`src/rtl/sponge_pkg.sv`:
```
`timescale 1ns/1ps
package sponge_pkg;
    localparam int ROW_W      = 64;
    localparam int N_ROWS     = 5;
    localparam int MAX_ROUNDS = 12;

    typedef logic [ROW_W-1:0]       row_t;
    typedef row_t [N_ROWS-1:0]      state_t;

    typedef enum logic [1:0] {PH_IDLE, PH_CONST, PH_SUBST, PH_MIX} phase_e;
    typedef enum logic [1:0] {ABS_NONE, ABS_XOR, ABS_OVERWRITE, ABS_KEY} absorb_e;

    localparam int ROT_A [N_ROWS] = '{19, 61, 1, 10, 7};
    localparam int ROT_B [N_ROWS] = '{28, 39, 6, 17, 41};

    function automatic row_t ror(input row_t x, input int n);
        return (x >> n) | (x << (ROW_W - n));
    endfunction

    // column bit c[i] belongs to row Xi
    function automatic logic [4:0] sbox5(input logic [4:0] c);
        logic x0, x1, x2, x3, x4, t0, t1, t2, t3, t4;
        x0 = c[0] ^ c[4];
        x1 = c[1];
        x2 = c[2] ^ c[1];
        x3 = c[3];
        x4 = c[4] ^ c[3];
        t0 = ~x0 & x1;
        t1 = ~x1 & x2;
        t2 = ~x2 & x3;
        t3 = ~x3 & x4;
        t4 = ~x4 & x0;
        x0 = x0 ^ t1;
        x1 = x1 ^ t2;
        x2 = x2 ^ t3;
        x3 = x3 ^ t4;
        x4 = x4 ^ t0;
        x1 = x1 ^ x0;
        x0 = x0 ^ x4;
        x3 = x3 ^ x2;
        x2 = ~x2;
        return {x4, x3, x2, x1, x0};
    endfunction

    function automatic logic [7:0] round_const(input logic [3:0] idx);
        return {4'hF - idx, idx};
    endfunction
endpackage

```
`src/rtl/sponge_sbox_shift.sv`:
```
`timescale 1ns/1ps
module sponge_sbox_shift
    import sponge_pkg::*;
#(
    parameter int N_SBOX = 4
) (
    input  state_t cur_i,
    output state_t nxt_o
);
    logic [N_ROWS-1:0][N_SBOX-1:0] col_out;

    for (genvar k = 0; k < N_SBOX; k++) begin : g_col
        logic [4:0] cin;
        logic [4:0] cout;
        assign cin  = {cur_i[4][k], cur_i[3][k], cur_i[2][k], cur_i[1][k], cur_i[0][k]};
        assign cout = sbox5(cin);
        for (genvar j = 0; j < N_ROWS; j++) begin : g_bit
            assign col_out[j][k] = cout[j];
        end
    end

    for (genvar j = 0; j < N_ROWS; j++) begin : g_row
        if (N_SBOX == ROW_W) begin : g_full
            assign nxt_o[j] = col_out[j];
        end else begin : g_part
            assign nxt_o[j] = {col_out[j], cur_i[j][ROW_W-1:N_SBOX]};
        end
    end
endmodule

```
`src/rtl/sponge_diffuse.sv`:
```
`timescale 1ns/1ps
module sponge_diffuse
    import sponge_pkg::*;
(
    input  state_t cur_i,
    output state_t nxt_o
);
    for (genvar j = 0; j < N_ROWS; j++) begin : g_row
        assign nxt_o[j] = cur_i[j] ^ ror(cur_i[j], ROT_A[j]) ^ ror(cur_i[j], ROT_B[j]);
    end
endmodule

```
`src/rtl/sponge_round_ctrl.sv`:
```
`timescale 1ns/1ps
module sponge_round_ctrl
    import sponge_pkg::*;
#(
    parameter int N_SBOX = 4
) (
    input  logic       clk,
    input  logic       rst,
    input  logic       load_i,
    input  logic       start_i,
    input  logic [3:0] rounds_i,
    output logic       accept_load_o,
    output logic       accept_start_o,
    output phase_e     phase_o,
    output logic [7:0] rc_o,
    output logic       busy_o,
    output logic       done_o
);
    localparam int SLICES = ROW_W / N_SBOX;
    localparam int CW     = $clog2(SLICES + 1);
    localparam logic [CW-1:0] LAST_SLICE = CW'(SLICES - 1);
    localparam logic [3:0]    LAST_ROUND = 4'(MAX_ROUNDS - 1);

    phase_e        phase_q;
    logic [CW-1:0] slice_q;
    logic [3:0]    rnd_q;
    logic          done_q;
    logic [3:0]    first_idx;
    logic          idle;

    assign idle           = (phase_q == PH_IDLE);
    assign accept_load_o  = idle && load_i;
    assign accept_start_o = idle && !load_i && start_i && (rounds_i != 4'd0);
    assign first_idx      = (rounds_i >= 4'(MAX_ROUNDS)) ? 4'd0 : 4'(MAX_ROUNDS) - rounds_i;

    always_ff @(posedge clk) begin
        if (rst) begin
            phase_q <= PH_IDLE;
            slice_q <= '0;
            rnd_q   <= '0;
            done_q  <= 1'b0;
        end else begin
            done_q <= 1'b0;
            unique case (phase_q)
                PH_IDLE: if (accept_start_o) begin
                    rnd_q   <= first_idx;
                    phase_q <= PH_CONST;
                end
                PH_CONST: begin
                    slice_q <= '0;
                    phase_q <= PH_SUBST;
                end
                PH_SUBST: if (slice_q == LAST_SLICE) begin
                    slice_q <= '0;
                    phase_q <= PH_MIX;
                end else begin
                    slice_q <= slice_q + 1'b1;
                end
                PH_MIX: if (rnd_q == LAST_ROUND) begin
                    phase_q <= PH_IDLE;
                    done_q  <= 1'b1;
                end else begin
                    rnd_q   <= rnd_q + 1'b1;
                    phase_q <= PH_CONST;
                end
                default: phase_q <= PH_IDLE;
            endcase
        end
    end

    assign phase_o = phase_q;
    assign rc_o    = round_const(rnd_q);
    assign busy_o  = !idle;
    assign done_o  = done_q;


    done_not_busy_chk: assert property (@(posedge clk) disable iff (rst)
        done_o |-> !busy_o);

    busy_ends_with_done_chk: assert property (@(posedge clk) disable iff (rst)
        $fell(busy_o) |-> done_o);

    run_continues_chk: assert property (@(posedge clk) disable iff (rst)
        (busy_o && !(phase_q == PH_MIX && rnd_q == LAST_ROUND)) |=> busy_o);

    round_idx_range_chk: assert property (@(posedge clk) disable iff (rst)
        busy_o |-> (rnd_q <= LAST_ROUND));

    slice_range_chk: assert property (@(posedge clk) disable iff (rst)
        (phase_q == PH_SUBST) |-> (slice_q <= LAST_SLICE));
endmodule

```
`src/rtl/sponge_perm_core.sv`:
```
`timescale 1ns/1ps
module sponge_perm_core
    import sponge_pkg::*;
#(
    parameter int N_SBOX = 4
) (
    input  logic         clk,
    input  logic         rst,
    input  logic         load_i,
    input  logic         start_i,
    input  logic [3:0]   rounds_i,
    input  logic [1:0]   mode_i,
    input  logic [63:0]  iv_i,
    input  logic [127:0] key_i,
    input  logic [127:0] nonce_i,
    input  logic [63:0]  data_i,
    output logic [63:0]  x0_o,
    output logic [63:0]  x1_o,
    output logic [63:0]  x2_o,
    output logic [63:0]  x3_o,
    output logic [63:0]  x4_o,
    output logic         busy_o,
    output logic         done_o
);
    state_t     state_q, state_d, absorbed, subst_nxt, mix_nxt;
    phase_e     phase;
    logic [7:0] rc;
    logic       acc_load, acc_start;

    sponge_round_ctrl #(.N_SBOX(N_SBOX)) ctrl_i (
        .clk(clk), .rst(rst), .load_i(load_i), .start_i(start_i),
        .rounds_i(rounds_i), .accept_load_o(acc_load), .accept_start_o(acc_start),
        .phase_o(phase), .rc_o(rc), .busy_o(busy_o), .done_o(done_o)
    );

    sponge_sbox_shift #(.N_SBOX(N_SBOX)) sbox_i (.cur_i(state_q), .nxt_o(subst_nxt));
    sponge_diffuse mix_i (.cur_i(state_q), .nxt_o(mix_nxt));

    always_comb begin
        absorbed = state_q;
        unique case (absorb_e'(mode_i))
            ABS_XOR:       absorbed[0] = state_q[0] ^ data_i;
            ABS_OVERWRITE: absorbed[0] = data_i;
            ABS_KEY: begin
                absorbed[3] = state_q[3] ^ key_i[127:64];
                absorbed[4] = state_q[4] ^ key_i[63:0];
            end
            default: ;
        endcase
    end

    always_comb begin
        state_d = state_q;
        if (acc_load) begin
            state_d = {nonce_i[63:0], nonce_i[127:64], key_i[63:0], key_i[127:64], iv_i};
        end else if (acc_start) begin
            state_d = absorbed;
        end else begin
            unique case (phase)
                PH_CONST: state_d[2] = state_q[2] ^ {56'd0, rc};
                PH_SUBST: state_d    = subst_nxt;
                PH_MIX:   state_d    = mix_nxt;
                default:  ;
            endcase
        end
    end

    always_ff @(posedge clk) begin
        if (rst) state_q <= '0;
        else     state_q <= state_d;
    end

    assign x0_o = state_q[0];
    assign x1_o = state_q[1];
    assign x2_o = state_q[2];
    assign x3_o = state_q[3];
    assign x4_o = state_q[4];


    idle_hold_chk: assert property (@(posedge clk) disable iff (rst)
        (!busy_o && !load_i && !start_i) |=> $stable(state_q));

    load_wins_chk: assert property (@(posedge clk) disable iff (rst)
        (!busy_o && load_i) |=> !busy_o);

    zero_rounds_chk: assert property (@(posedge clk) disable iff (rst)
        (!busy_o && start_i && rounds_i == 4'd0) |=> (!busy_o && $stable(state_q)));
endmodule

```
`config.mk`:
```
export PLATFORM = sky130hd
export DESIGN_NAME = sponge_perm_core
export DESIGN_NICKNAME = d
export VERILOG_FILES = /design/src/rtl/sponge_pkg.sv /design/src/rtl/sponge_sbox_shift.sv /design/src/rtl/sponge_diffuse.sv /design/src/rtl/sponge_round_ctrl.sv /design/src/rtl/sponge_perm_core.sv
export SDC_FILE = /design/constraint.sdc
export NUM_CORES = 2
export LEC_CHECK = 0
export ABC_AREA = 1
export BUFFER_PORTS_ARGS = -buffer_cell sky130_fd_sc_hd__clkbuf_2
export CORE_AREA = 2 2 276 278
export CTS_CLUSTER_DIAMETER = 80
export DETAILED_ROUTE_END_ITERATION = 7
export DIE_AREA = 0 0 278 280
export SLEW_MARGIN = 20
export SYNTH_ARGS = -nofsm -noshare
export SYNTH_HDL_FRONTEND = slang
export SYNTH_SLANG_ARGS = --single-unit
```
`constraint.sdc`:
```
create_clock -name clk -period 2.5 [get_ports clk]
set_input_delay 0.5 -clock clk [delete_from_list [all_inputs] [get_ports clk]]
set_output_delay 0.5 -clock clk [all_outputs]
set_load 0.05 [all_outputs]
```
==> key figures <==
Placement
  • Gpl congestion: between 0.9 and 1
  • HPWL after DPL: 112,000 um
  • Port bufs: 715
  • Area after DPL: 33,600 sq um
  • Place WS: 0.122 ns

Setup path
  • WS Path Type: reg -> reg
  • Flop2flop setup slack: 0.18 ns
  • Worst reg2reg path depth: 14
  • Buffers and inverters on the worst path: 6
  • Worst-path maximum fanout: 28
  • Crit-path cells: inv_1, ha_1, inv_2, nor3_2, nand2_4, nand2_4, o31ai_4, buf_4, inv_8, buf_12, buf_4, nor2_1, nand2_1, a21oi_1
  • Startpoint types: flop
  • CP max stage delay: ~0.35 ns
  • Critical Path RT: between 2 and 3 ns
  • Crit path DAT: about 2.7 ns
  • Top Family by Delay on Critical Path: buffers and inverters
  • Crit end category: flop
  • Stages on the worst setup path: 14
  • Crit-path slowest cell: dfxtp_2

Die
  • Die Area: about 80,000 sq um
  • Starting Density: 38.9%
  • Core ar.: ~75,000 sq um
  • FP Rows: around 100
  • Chip height: approximately 280 um
  • Horiz. Die Dim: 278 um
  • Num ports: roughly 720

Synth
  • Unique masters post-synth: 35
  • Area leader, netlist: dfxtp_1
  • Gate Count Post-Synth: 4,876
  • Dominant cells by area after synthesis: dfxtp_1, nand2_1, a21oi_1
  • Syn nets: roughly 5,300
  • Seq/Total Area, Yosys: a little under a quarter
  • Synth warn: 0
  • Synth top area share: between 20% and 30%
  • Synth Area per Inst: 6.00 sq um
  • Synth Cell Area: 29,300 sq um
  • Yosys reg bits: 332

Routing
  • Initial DRC count: 4,201
  • Wirelength per Cell: 23.4 um
  • Vias: about 35,000
  • Final ANT Viol Nets: 0
  • Drt via density: 5.61
  • Total Wirelength: approximately 150,000 um
  • Drc violations: 0
  • Drt pass-1 iters: 6

STA
  • Final hold vios: 0
  • Slew @ Worst Pin: 1.18 ns
  • Setup WS post-layout: 0.182 ns
  • RSZ-0062 raised after global routing: no
  • Worst Skew: 0.0272 ns
  • Setup-failing EPs final: 0
  • Slew margin rel.: between 20% and 30%
  • Fmax achieved: 431 MHz
  • Setup TNS: 0 ns
  • Crit path time final: 2.32 ns
  • Final period utilization: 92.7%
  • Max Slew Vio Count: 0
  • Worst hold slack: ~0.20 ns

CTS
  • Worst-Skew Late Latency: 0.60 ns
  • CTS sink cnt: 332
  • Max Buffers Root-to-Sink: 3
  • Worst-path clk slew: 0.06 ns
  • Total clock buffers created by CTS: 44
  • CTS tree: done
  • Root Buffer: clkbuf_16
  • Depth of the CTS H-tree: 2

Global route
  • Final global-route overflow total: 0
  • Largest net degree at the start of global routing: 209
  • Gr usage total: 36.0%
  • Antenna violations before repair: 15
  • First-pass GRT wire length: 212,000 um
  • Vias in the first global route: 31,100

Pwr
  • Maximum VDD drop: 0.930 mV
  • Leak Pwr: 14.8 nW
  • Pwr dens: 1530 nW/um^2

Final layout
  • NumNets Final: 5,706
  • Layout cells sized above 1: 17.5%
  • Most common cell after layout, fill and taps aside: nand2_1
  • Design Area, Final: roughly 35,000 sq um
  • Seq. cell area: 6650 sq um
  • Area of the multi-input gates: 19,500 sq um
  • Layout fillers: 8,136
  • Post-Route Utilization: about 47%
  • Layout area overhead: 20.2%
  • Commonest non-fill, non-tap cells in the layout: nand2_1, clkbuf_2, a21oi_1, nor2_1, o21ai_0

Hold path
  • Hold Path Cell Cnt: 3
  • Hold WC Path Type: in -> reg

Outcome
  • Status: finished clean

Run
  • Max cap viols: 0
sequential cells by signal, indices dropped and copies added, names as in the netlist:
signal and cells:
x0_o 64, ctrl_i.done_o 1, x1_o 64, x4_o 64, ctrl_i.rnd_q 4, ctrl_i.phase_o 2
x2_o 64, x3_o 64, ctrl_i.slice_q 5
kinds of logic (layout without fill, tap and decap cells):
group	after synthesis	in the layout	synth area share, %
buf+inv	794	1247	10.8
fa+ha+maj	17	17	0.726
other cells	0	9	0
xor+xnor	540	540	16.2
compound gates	1324	1324	24.1
simple gates	1869	1869	25.5
flops	332	332	22.7
per-stage QoR:
step | power, mW | cells
2_1_floorplan | 35.6 | 4876
3_3_place_gp | 45.9 | 6225
3_5_place_dp | 46.2 | 6225
4_1_cts | 53.3 | 6305
5_1_grt | 56.9 | 6313
6_report | 53.9 | 6316
Yosys cell counts, drive strengths merged:
master and n:
ha 17, clkbuf 325, clkinv 1, o31ai 2, inv 331, nor3 3, o21bai 15, buf 137
nand3b 6, o41ai 1, or2 5, nor2 577, a221oi 16, dfxtp 332, o21ai 425, nand4 4
a21o 4, a21oi 709, xor2 270, a22oi 32, o22ai 57, o221ai 8, o211ai 27, nand3 305
nand2 969, a31oi 28, xnor2 270
worst reg2reg max path, cell delays in order, from the launching register on:
cell and delay, ns:
dfxtp_2 0.35, inv_1 0.13, ha_1 0.22, inv_2 0.06, nor3_2 0.17, nand2_4 0.16, nand2_4 0.13, o31ai_4 0.07
buf_4 0.17, inv_8 0.10, buf_12 0.18, buf_4 0.25, nor2_1 0.06, nand2_1 0.07, a21oi_1 0.06
power by group:
group	internal [mW]	total (mW)	switching [mW]
clock network	4.22	7.02	2.80
logic	11.0	33.7	22.7
registers	7.32	13.1	5.77
total	22.6	53.9	31.3
routing by layer:
metal / global-route usage (%) / part of all wire, % / routed length (um) / vias to the layer above
met3: 9.62 / 11 / 16800 / 345
met5: 0 / 0.057 / 84 / -
met4: 16.4 / 4.9 / 7270 / 14
li1: - / - / - / 16700
met2: 55.3 / 43 / 64100 / 2026
met1: 47.2 / 40 / 59500 / 16300
final timing paths:
kind	from	end
worst max-delay path	ctrl_i.phase_o[1]	x3_o[11]
worst min-delay path	iv_i[10]	x0_o[10]
worst max register to register	ctrl_i.phase_o[1]	x3_o[11]
worst min register to register	ctrl_i.slice_q[4]	ctrl_i.slice_q[4]
cell type report:
type / count / share of cell area, %
repair buffers: 835 / 14.1
diodes: 9 / 0.0640
flip-flops and latches: 332 / 18.9
inverters: 332 / 3.62
clock buffers: 66 / 3.82
clock inverters: 14 / 0.583
multi-input cells: 3750 / 55.4
well taps: 978 / 3.48
what timing repair did:
action                                  CTS  global route
endpoints found under the setup margin    0            14
resized for setup                         0             2
hold buffers                              0             0
setup buffers                             0             1
Power figures use the tool's default switching activity.
